**src/rtl/lpc_tgt_pkg.sv**
```systemverilog
package lpc_tgt_pkg;

    typedef enum logic [2:0] {
        ST_IDLE  = 3'd0,
        ST_TYPE  = 3'd1,
        ST_ADDR  = 3'd2,
        ST_WDATA = 3'd3,
        ST_HTAR  = 3'd4,
        ST_SYNC  = 3'd5,
        ST_RDATA = 3'd6,
        ST_TTAR  = 3'd7
    } lpc_state_e;

    localparam logic [3:0] NIB_START   = 4'h0;
    localparam logic [3:0] NIB_IO_RD   = 4'h0;
    localparam logic [3:0] NIB_IO_WR   = 4'h2;
    localparam logic [3:0] NIB_READY   = 4'h0;
    localparam logic [3:0] NIB_TAR     = 4'hF;

endpackage

```
**src/rtl/lpc_tgt_addr_dec.sv**
```systemverilog
module lpc_tgt_addr_dec #(
    parameter logic [15:0] ADDR_BASE = 16'h0CA0,
    parameter int          REG_COUNT = 4,
    localparam int         IDX_W     = (REG_COUNT > 1) ? $clog2(REG_COUNT) : 1
) (
    input  logic [15:0]      addr,
    output logic             hit,
    output logic [IDX_W-1:0] idx
);

    logic [REG_COUNT-1:0] hit_vec;

    for (genvar g = 0; g < REG_COUNT; g++) begin : g_cmp
        assign hit_vec[g] = (addr == 16'(ADDR_BASE + 16'(g)));
    end

    always_comb begin
        idx = '0;
        for (int i = 0; i < REG_COUNT; i++) begin
            if (hit_vec[i]) idx = IDX_W'(i);
        end
    end

    assign hit = |hit_vec;

endmodule

```
**src/rtl/lpc_tgt_seq.sv**
```systemverilog
module lpc_tgt_seq
    import lpc_tgt_pkg::*;
#(
    parameter int  IDX_W = 2
) (
    input  logic             clk,
    input  logic             rst_n,
    input  logic             frame_n,
    input  logic [3:0]       bus_in,
    input  logic             dec_hit,
    input  logic [IDX_W-1:0] dec_idx,
    output logic [15:0]      cand_addr,
    output lpc_state_e       state,
    output logic [1:0]       slot_cnt,
    output logic [IDX_W-1:0] sel_idx,
    output logic [7:0]       wr_byte,
    output logic             commit
);

    typedef struct packed {
        lpc_state_e       st;
        logic [1:0]       cnt;
        logic             wr;
        logic [11:0]      ahi;
        logic [IDX_W-1:0] idx;
        logic [7:0]       wdat;
    } seq_t;

    seq_t seq_d, seq_q;
    logic commit_d;

    assign cand_addr = {seq_q.ahi, bus_in};

    always_comb begin
        seq_d    = seq_q;
        commit_d = 1'b0;
        if (seq_q.st != ST_IDLE && !frame_n) begin
            // abort: drop everything in flight
            seq_d.st  = ST_IDLE;
            seq_d.cnt = '0;
        end else begin
            unique case (seq_q.st)
                ST_IDLE: begin
                    seq_d.cnt = '0;
                    if (!frame_n && bus_in == NIB_START) seq_d.st = ST_TYPE;
                end
                ST_TYPE: begin
                    seq_d.cnt = '0;
                    if (bus_in == NIB_IO_RD) begin
                        seq_d.wr = 1'b0;
                        seq_d.st = ST_ADDR;
                    end else if (bus_in == NIB_IO_WR) begin
                        seq_d.wr = 1'b1;
                        seq_d.st = ST_ADDR;
                    end else begin
                        seq_d.st = ST_IDLE;
                    end
                end
                ST_ADDR: begin
                    seq_d.ahi = {seq_q.ahi[7:0], bus_in};
                    seq_d.cnt = seq_q.cnt + 2'd1;
                    if (seq_q.cnt == 2'd3) begin
                        seq_d.cnt = '0;
                        if (dec_hit) begin
                            seq_d.idx = dec_idx;
                            seq_d.st  = seq_q.wr ? ST_WDATA : ST_HTAR;
                        end else begin
                            seq_d.st  = ST_IDLE;
                        end
                    end
                end
                ST_WDATA: begin
                    if (seq_q.cnt == 2'd0) begin
                        seq_d.wdat[3:0] = bus_in;
                        seq_d.cnt       = 2'd1;
                    end else begin
                        seq_d.wdat[7:4] = bus_in;
                        seq_d.cnt       = '0;
                        seq_d.st        = ST_HTAR;
                    end
                end
                ST_HTAR: begin
                    if (seq_q.cnt == 2'd0) begin
                        seq_d.cnt = 2'd1;
                    end else begin
                        seq_d.cnt = '0;
                        seq_d.st  = ST_SYNC;
                    end
                end
                ST_SYNC: begin
                    seq_d.cnt = '0;
                    seq_d.st  = seq_q.wr ? ST_TTAR : ST_RDATA;
                end
                ST_RDATA: begin
                    if (seq_q.cnt == 2'd0) begin
                        seq_d.cnt = 2'd1;
                    end else begin
                        seq_d.cnt = '0;
                        seq_d.st  = ST_TTAR;
                    end
                end
                ST_TTAR: begin
                    if (seq_q.cnt == 2'd0) begin
                        seq_d.cnt = 2'd1;
                    end else begin
                        seq_d.cnt = '0;
                        seq_d.st  = ST_IDLE;
                        commit_d  = seq_q.wr;
                    end
                end
                default: seq_d.st = ST_IDLE;
            endcase
        end
    end

    always_ff @(posedge clk or negedge rst_n) begin
        if (!rst_n) seq_q <= '0;
        else        seq_q <= seq_d;
    end

    assign state    = seq_q.st;
    assign slot_cnt = seq_q.cnt;
    assign sel_idx  = seq_q.idx;
    assign wr_byte  = seq_q.wdat;
    assign commit   = commit_d;

endmodule

```
**src/rtl/lpc_tgt_regfile.sv**
```systemverilog
module lpc_tgt_regfile #(
    parameter int  REG_COUNT = 4,
    localparam int IDX_W     = (REG_COUNT > 1) ? $clog2(REG_COUNT) : 1
) (
    input  logic                         clk,
    input  logic                         rst_n,
    input  logic                         wr_en,
    input  logic [IDX_W-1:0]             idx,
    input  logic [7:0]                   wr_byte,
    output logic [7:0]                   rd_byte,
    output logic [REG_COUNT-1:0][7:0]    image
);

    logic [REG_COUNT-1:0][7:0] regs_d, regs_q;

    for (genvar g = 0; g < REG_COUNT; g++) begin : g_reg
        always_comb begin
            regs_d[g] = regs_q[g];
            if (wr_en && idx == IDX_W'(g)) regs_d[g] = wr_byte;
        end
        always_ff @(posedge clk or negedge rst_n) begin
            if (!rst_n) regs_q[g] <= '0;
            else        regs_q[g] <= regs_d[g];
        end
    end

    always_comb begin
        rd_byte = '0;
        for (int i = 0; i < REG_COUNT; i++) begin
            if (idx == IDX_W'(i)) rd_byte = regs_q[i];
        end
    end

    assign image = regs_q;

endmodule

```
**src/rtl/lpc_io_target.sv**
```systemverilog
module lpc_io_target
    import lpc_tgt_pkg::*;
#(
    parameter logic [15:0] ADDR_BASE = 16'h0CA0,
    parameter int          REG_COUNT = 4,
    localparam int         IDX_W     = (REG_COUNT > 1) ? $clog2(REG_COUNT) : 1
) (
    input  logic       clk,
    input  logic       rst_n,
    input  logic       frame_n,
    input  logic [3:0] bus_in,
    output logic [3:0] bus_out,
    output logic       bus_oe
);

    logic [15:0]               cand_addr;
    logic                      dec_hit;
    logic [IDX_W-1:0]          dec_idx;
    lpc_state_e                state;
    logic [1:0]                slot_cnt;
    logic [IDX_W-1:0]          sel_idx;
    logic [7:0]                wr_byte;
    logic [7:0]                rd_byte;
    logic                      commit;
    logic [REG_COUNT-1:0][7:0] reg_image;

    lpc_tgt_addr_dec #(
        .ADDR_BASE (ADDR_BASE),
        .REG_COUNT (REG_COUNT)
    ) u_dec (
        .addr (cand_addr),
        .hit  (dec_hit),
        .idx  (dec_idx)
    );

    lpc_tgt_seq #(
        .IDX_W (IDX_W)
    ) u_seq (
        .clk       (clk),
        .rst_n     (rst_n),
        .frame_n   (frame_n),
        .bus_in    (bus_in),
        .dec_hit   (dec_hit),
        .dec_idx   (dec_idx),
        .cand_addr (cand_addr),
        .state     (state),
        .slot_cnt  (slot_cnt),
        .sel_idx   (sel_idx),
        .wr_byte   (wr_byte),
        .commit    (commit)
    );

    lpc_tgt_regfile #(
        .REG_COUNT (REG_COUNT)
    ) u_regs (
        .clk     (clk),
        .rst_n   (rst_n),
        .wr_en   (commit),
        .idx     (sel_idx),
        .wr_byte (wr_byte),
        .rd_byte (rd_byte),
        .image   (reg_image)
    );

    // Target-driven slots decoded straight from the sequencer state.
    always_comb begin
        bus_oe  = 1'b0;
        bus_out = NIB_TAR;
        unique case (state)
            ST_SYNC: begin
                bus_oe  = 1'b1;
                bus_out = NIB_READY;
            end
            ST_RDATA: begin
                bus_oe  = 1'b1;
                bus_out = (slot_cnt == 2'd0) ? rd_byte[3:0] : rd_byte[7:4];
            end
            ST_TTAR: begin
                bus_oe  = (slot_cnt == 2'd0);
                bus_out = NIB_TAR;
            end
            default: ;
        endcase
    end

endmodule

```
**config.mk**
```make
export PLATFORM = sky130hd
export DESIGN_NAME = lpc_io_target
export DESIGN_NICKNAME = d
export VERILOG_FILES = /design/src/rtl/lpc_tgt_pkg.sv /design/src/rtl/lpc_tgt_addr_dec.sv /design/src/rtl/lpc_tgt_seq.sv /design/src/rtl/lpc_tgt_regfile.sv /design/src/rtl/lpc_io_target.sv
export SDC_FILE = /design/constraint.sdc
export NUM_CORES = 1
export LEC_CHECK = 0
export BUFFER_PORTS_ARGS = -buffer_cell sky130_fd_sc_hd__buf_4
export CAP_MARGIN = 20
export CORE_MARGIN = 2
export CORE_UTILIZATION = 40
export DETAILED_ROUTE_END_ITERATION = 8
export GPL_ROUTABILITY_DRIVEN = 0
export MAX_ROUTING_LAYER = met4
export PLACE_DENSITY = 0.67
export SKIP_CTS_REPAIR_TIMING = 1
export SYNTH_ARGS = -nofsm -noshare
export SYNTH_HDL_FRONTEND = slang
export SYNTH_SLANG_ARGS = --single-unit
```
**constraint.sdc**
```tcl
create_clock -name clk -period 1.99 [get_ports clk]
set_input_delay 0.0995 -clock clk [delete_from_list [all_inputs] [get_ports clk]]
set_output_delay 0.0995 -clock clk [all_outputs]
set_load 0.01 [all_outputs]
```
==> results.txt <==
Counting flops with a built-in enable in the synthesized netlist gives 0. The core region area was 7180 µm². The final layout contains 280 nets. In the synthesized netlist the async set-or-reset flop fraction comes to 100%. The run gives 2.13 ps as the slack of the critical path. The tools report the endpoint of the lowest-slack register-to-register path as u_seq.cand_addr[10]. Of the post-synthesis cell area, the dominant cell type holds 51.0%. For this design the top-level I/O count stands at 12. The final cell count without fillers is 375, and the cell count along the critical path is 7.

The run finished with clean final reports. Clock root buffer master: sky130_fd_sc_hd__clkbuf_8. Yosys attributes the largest share of cell area to sky130_fd_sc_hd__dfrtp_1, sky130_fd_sc_hd__mux2_2, sky130_fd_sc_hd__nor2b_1. In this run the critical register-to-register path is launched from u_seq.state[1]. STA classifies the critical path endpoint as a primary output.

The worst hold slack was 49.7 ps. Biggest area consumer among synthesized cells: sky130_fd_sc_hd__dfrtp_1. The instance count after placement with tap cells included was 355; the power per cell area was 679 nW/µm². The highest ir drop seen on vdd came out at 0.339 mV. The number of iterations in the first detailed-routing pass is 4, and the detailed-route DRC error count is 0. The first global-routing pass estimated 10500 µm of wire. The post-route fraction of the period consumed by the critical path is 99.9%, and the worst-case setup slack after placement is 122 ps. The largest net degree at the start of global routing is 61, and the die boundary width is 89.8 µm.

The clock passes through at most 2 buffers. Dividing the detail-routed wire length by the instance count gives 16.9 µm. The critical path contains buffers and inverters numbering 2 combined. Setup violations remaining at the end of the flow were counted as 0.

Counting every instance in the synthesized netlist gives 235. The total overflow reported by the global router was 0. Most common cell in the synthesized netlist: sky130_fd_sc_hd__dfrtp_1. Clock skew on the completed layout was measured at 9.64 ps. The H-tree level count is 3. The netlist area before placement came out at 2940 µm². The critical path ends at bus_out[1]. Measured against its own limit, the worst slew margin works out to 50.4%. In this run the worst path has a maximum fanout of 4. After synthesis the netlist holds a flip-flop and latch count of 60. Summed over all failing endpoints, the final setup total negative slack is 0 ps. The tools report the required time of the critical path as 1890 ps. The number of antenna violations at the first check in global routing came out at 0. The vertical die dimension was 89.8 µm; the leakage dissipation was 1.68 nW. Number of nets with antenna violations after routing: 0. The post-detailed-routing wire length was 6350 µm; the number of library cell types mapped by synthesis was 49. The most used flip-flop cell after synthesis is sky130_fd_sc_hd__dfrtp_1.

At the pin with the least slew margin, the transition time is 744 ps. The worst setup path category is reg2out. Measured in cells, the most critical reg-to-reg path has a length of 4. The wire-length estimate of the detail-placed layout is 4310 µm. The row count came out at 31.

TritonCTS built the clock tree. A synthesized cell averages 12.5 µm². The count of buffers added on input and output ports is 11.

After synthesis, the most frequently instantiated cells are sky130_fd_sc_hd__dfrtp_1, sky130_fd_sc_hd__mux2_2, sky130_fd_sc_hd__nand2_1. In this run the register-to-register setup slack is 150 ps. On the worst path, the slowest cell contributes a delay of 400 ps. Setup repair after global routing could not meet its margin everywhere. For the worst path arrival time, the log shows 1890 ps. Synthesis produced a netlist with a net count of 244. The repair_antennas step left the layout with diodes totalling 0. After clock tree synthesis, the clock-pin slew on the worst setup and hold paths is 70 ps. Walking the worst path, the cells encountered are inv_2 > ha_4 > mux4_2 > nor2b_1 > a211oi_2 > o21ai_1 > buf_4. Path category of the worst min-delay check: in2reg. The detailed router placed 2004 vias in this run.

The clock latency at the later pin of the worst-skew pair was 340 ps. For this run, the number of Yosys warnings is 0. Once the floorplan was initialized, standard cells occupied 41.0% of the core. The kind of cell with the highest combined delay along the critical path is flip-flops. Compared with the post-synthesis result, the final layout area differs by 21.5%.

For the highest attainable clock frequency, the log shows 0.503 GHz. The die covers 8060 µm². Final number of hold-violating endpoints: 0.

The post-synthesis sequential area ratio came out at 51.0%. The tools report the max-slew violation count as 0. The number of sinks driven by the clock tree came out at 60.

The number of global-route vias before repair is 2063. Shortest period the worst path allows: 1990 ps. Global routing consumed, over all layers together, 17.5% of the routing resources. In this run the worst setup path begins at u_seq.slot_cnt[1]. The worst-path cell with the longest stage delay was sky130_fd_sc_hd__dfrtp_1. First-iteration detailed-routing DRC count: 105.

The total non-filler cell area in the finished layout was 3570 µm²; the ratio of routed vias to standard cells was 5.34. The placed instances occupy a cell area of 3270 µm². STA classifies the critical path startpoint as a flip-flop.

Buffers inserted during clock tree synthesis total 9. The fraction of layout instances using a drive strength above 1 works out to 46.0%. The max-cap violation count was 0.
## logic make-up (layout without fill, tap and decap cells)
logic type	after synthesis	in the layout	synth area share [%]
AO/OA/AOI/OAI	34	34	7.87
XOR/XNOR	2	2	0.595
multiplexers	61	61	23.9
adder cells (fa/ha/maj)	2	2	0.850
buffers and inverters	19	60	2.72
AND/OR/NAND/NOR	57	57	13.0
flip-flops	60	60	51.0
## worst register-to-register path: stages (launching register included)
cell	delay, ps
sky130_fd_sc_hd__dfrtp_1	530
sky130_fd_sc_hd__nor3b_1	430
sky130_fd_sc_hd__and2_1	250
sky130_fd_sc_hd__buf_4	180
sky130_fd_sc_hd__mux2_2	350
## cells in the final DEF (no fill, tap or decap), drive strengths merged, types with 2 or more instances in the layout
master / synthesis / routed
nand4: 2 / 2
ha: 2 / 2
inv: 5 / 5
nand2b: 3 / 3
clkbuf: 7 / 12
buf: 7 / 38
mux4: 2 / 2
nor2: 7 / 7
a31oi: 2 / 2
nor3b: 2 / 2
mux2: 55 / 55
o211ai: 2 / 2
dfrtp: 60 / 60
nand2: 13 / 13
o221ai: 3 / 3
nor2b: 9 / 9
clkinv: 0 / 2
nand3: 5 / 5
nor4: 2 / 2
o21ai: 12 / 12
a22oi: 3 / 3
mux2i: 4 / 4
nor3: 5 / 5
a31o: 2 / 2
a211oi: 3 / 3
## per-layer routing
metal / routed length (µm) / GRT usage (%) / share of wire [%] / vias up
met2: 3080 / 26.1 / 49 / 53
met3: 238 / 4.69 / 3.7 / 10
met5: 0 / - / 0 / -
met1: 2930 / 22.5 / 46 / 1007
li1: - / - / - / 934
met4: 104 / 7.82 / 1.6 / 0
## per-stage QoR
step | util, % | power (mW)
3_3_place_gp | 45.5 | 1.33
3_5_place_dp | 45.5 | 1.33
5_1_grt | 49.8 | 2.52
6_report | 49.8 | 2.43
2_1_floorplan | - | 1.28
4_1_cts | 48.4 | 2.46
## how the worst min path moves through the flow
stage                   start             endpoint  cells past startpoint
finish              bus_in[1]     u_seq.sel_idx[1]                      2
global route        bus_in[1]     u_seq.sel_idx[1]                      2
CTS                     rst_n  u_seq.cand_addr[14]                      1
detailed placement      rst_n  u_seq.cand_addr[14]                      1
global placement        rst_n  u_seq.cand_addr[14]                      1
floorplan               rst_n      u_regs.image[0]                      0
## registers in the layout, indices dropped and copies added (netlist names)
| signal | count |
|---|---|
| u_seq.wr_byte | 8 |
| u_regs.image | 32 |
| u_seq.sel_idx | 2 |
| u_seq.seq_q | 1 |
| u_seq.slot_cnt | 2 |
| u_seq.cand_addr | 12 |
| u_seq.state | 3 |
## cell type report
class / instances / area (µm²)
Timing Repair Buffer: 39 / 337
Clock inverter: 4 / 47.5
Inverter: 5 / 18.8
Tap cell: 99 / 124
Multi-Input combinational cell: 156 / 1390
Clock buffer: 12 / 155
Sequential cell: 60 / 1510
Fill cell: 631 / 3600
## report_power, final
group / switching, mW / total, mW / leakage (nW) / internal (mW)
clock: 0.482 / 1.12 / 0.102 / 0.643
sequential: 0.00989 / 1.24 / 0.829 / 1.23
combinational: 0.0461 / 0.0681 / 0.753 / 0.0220
No activity file was read; power rests on OpenSTA's default activity.
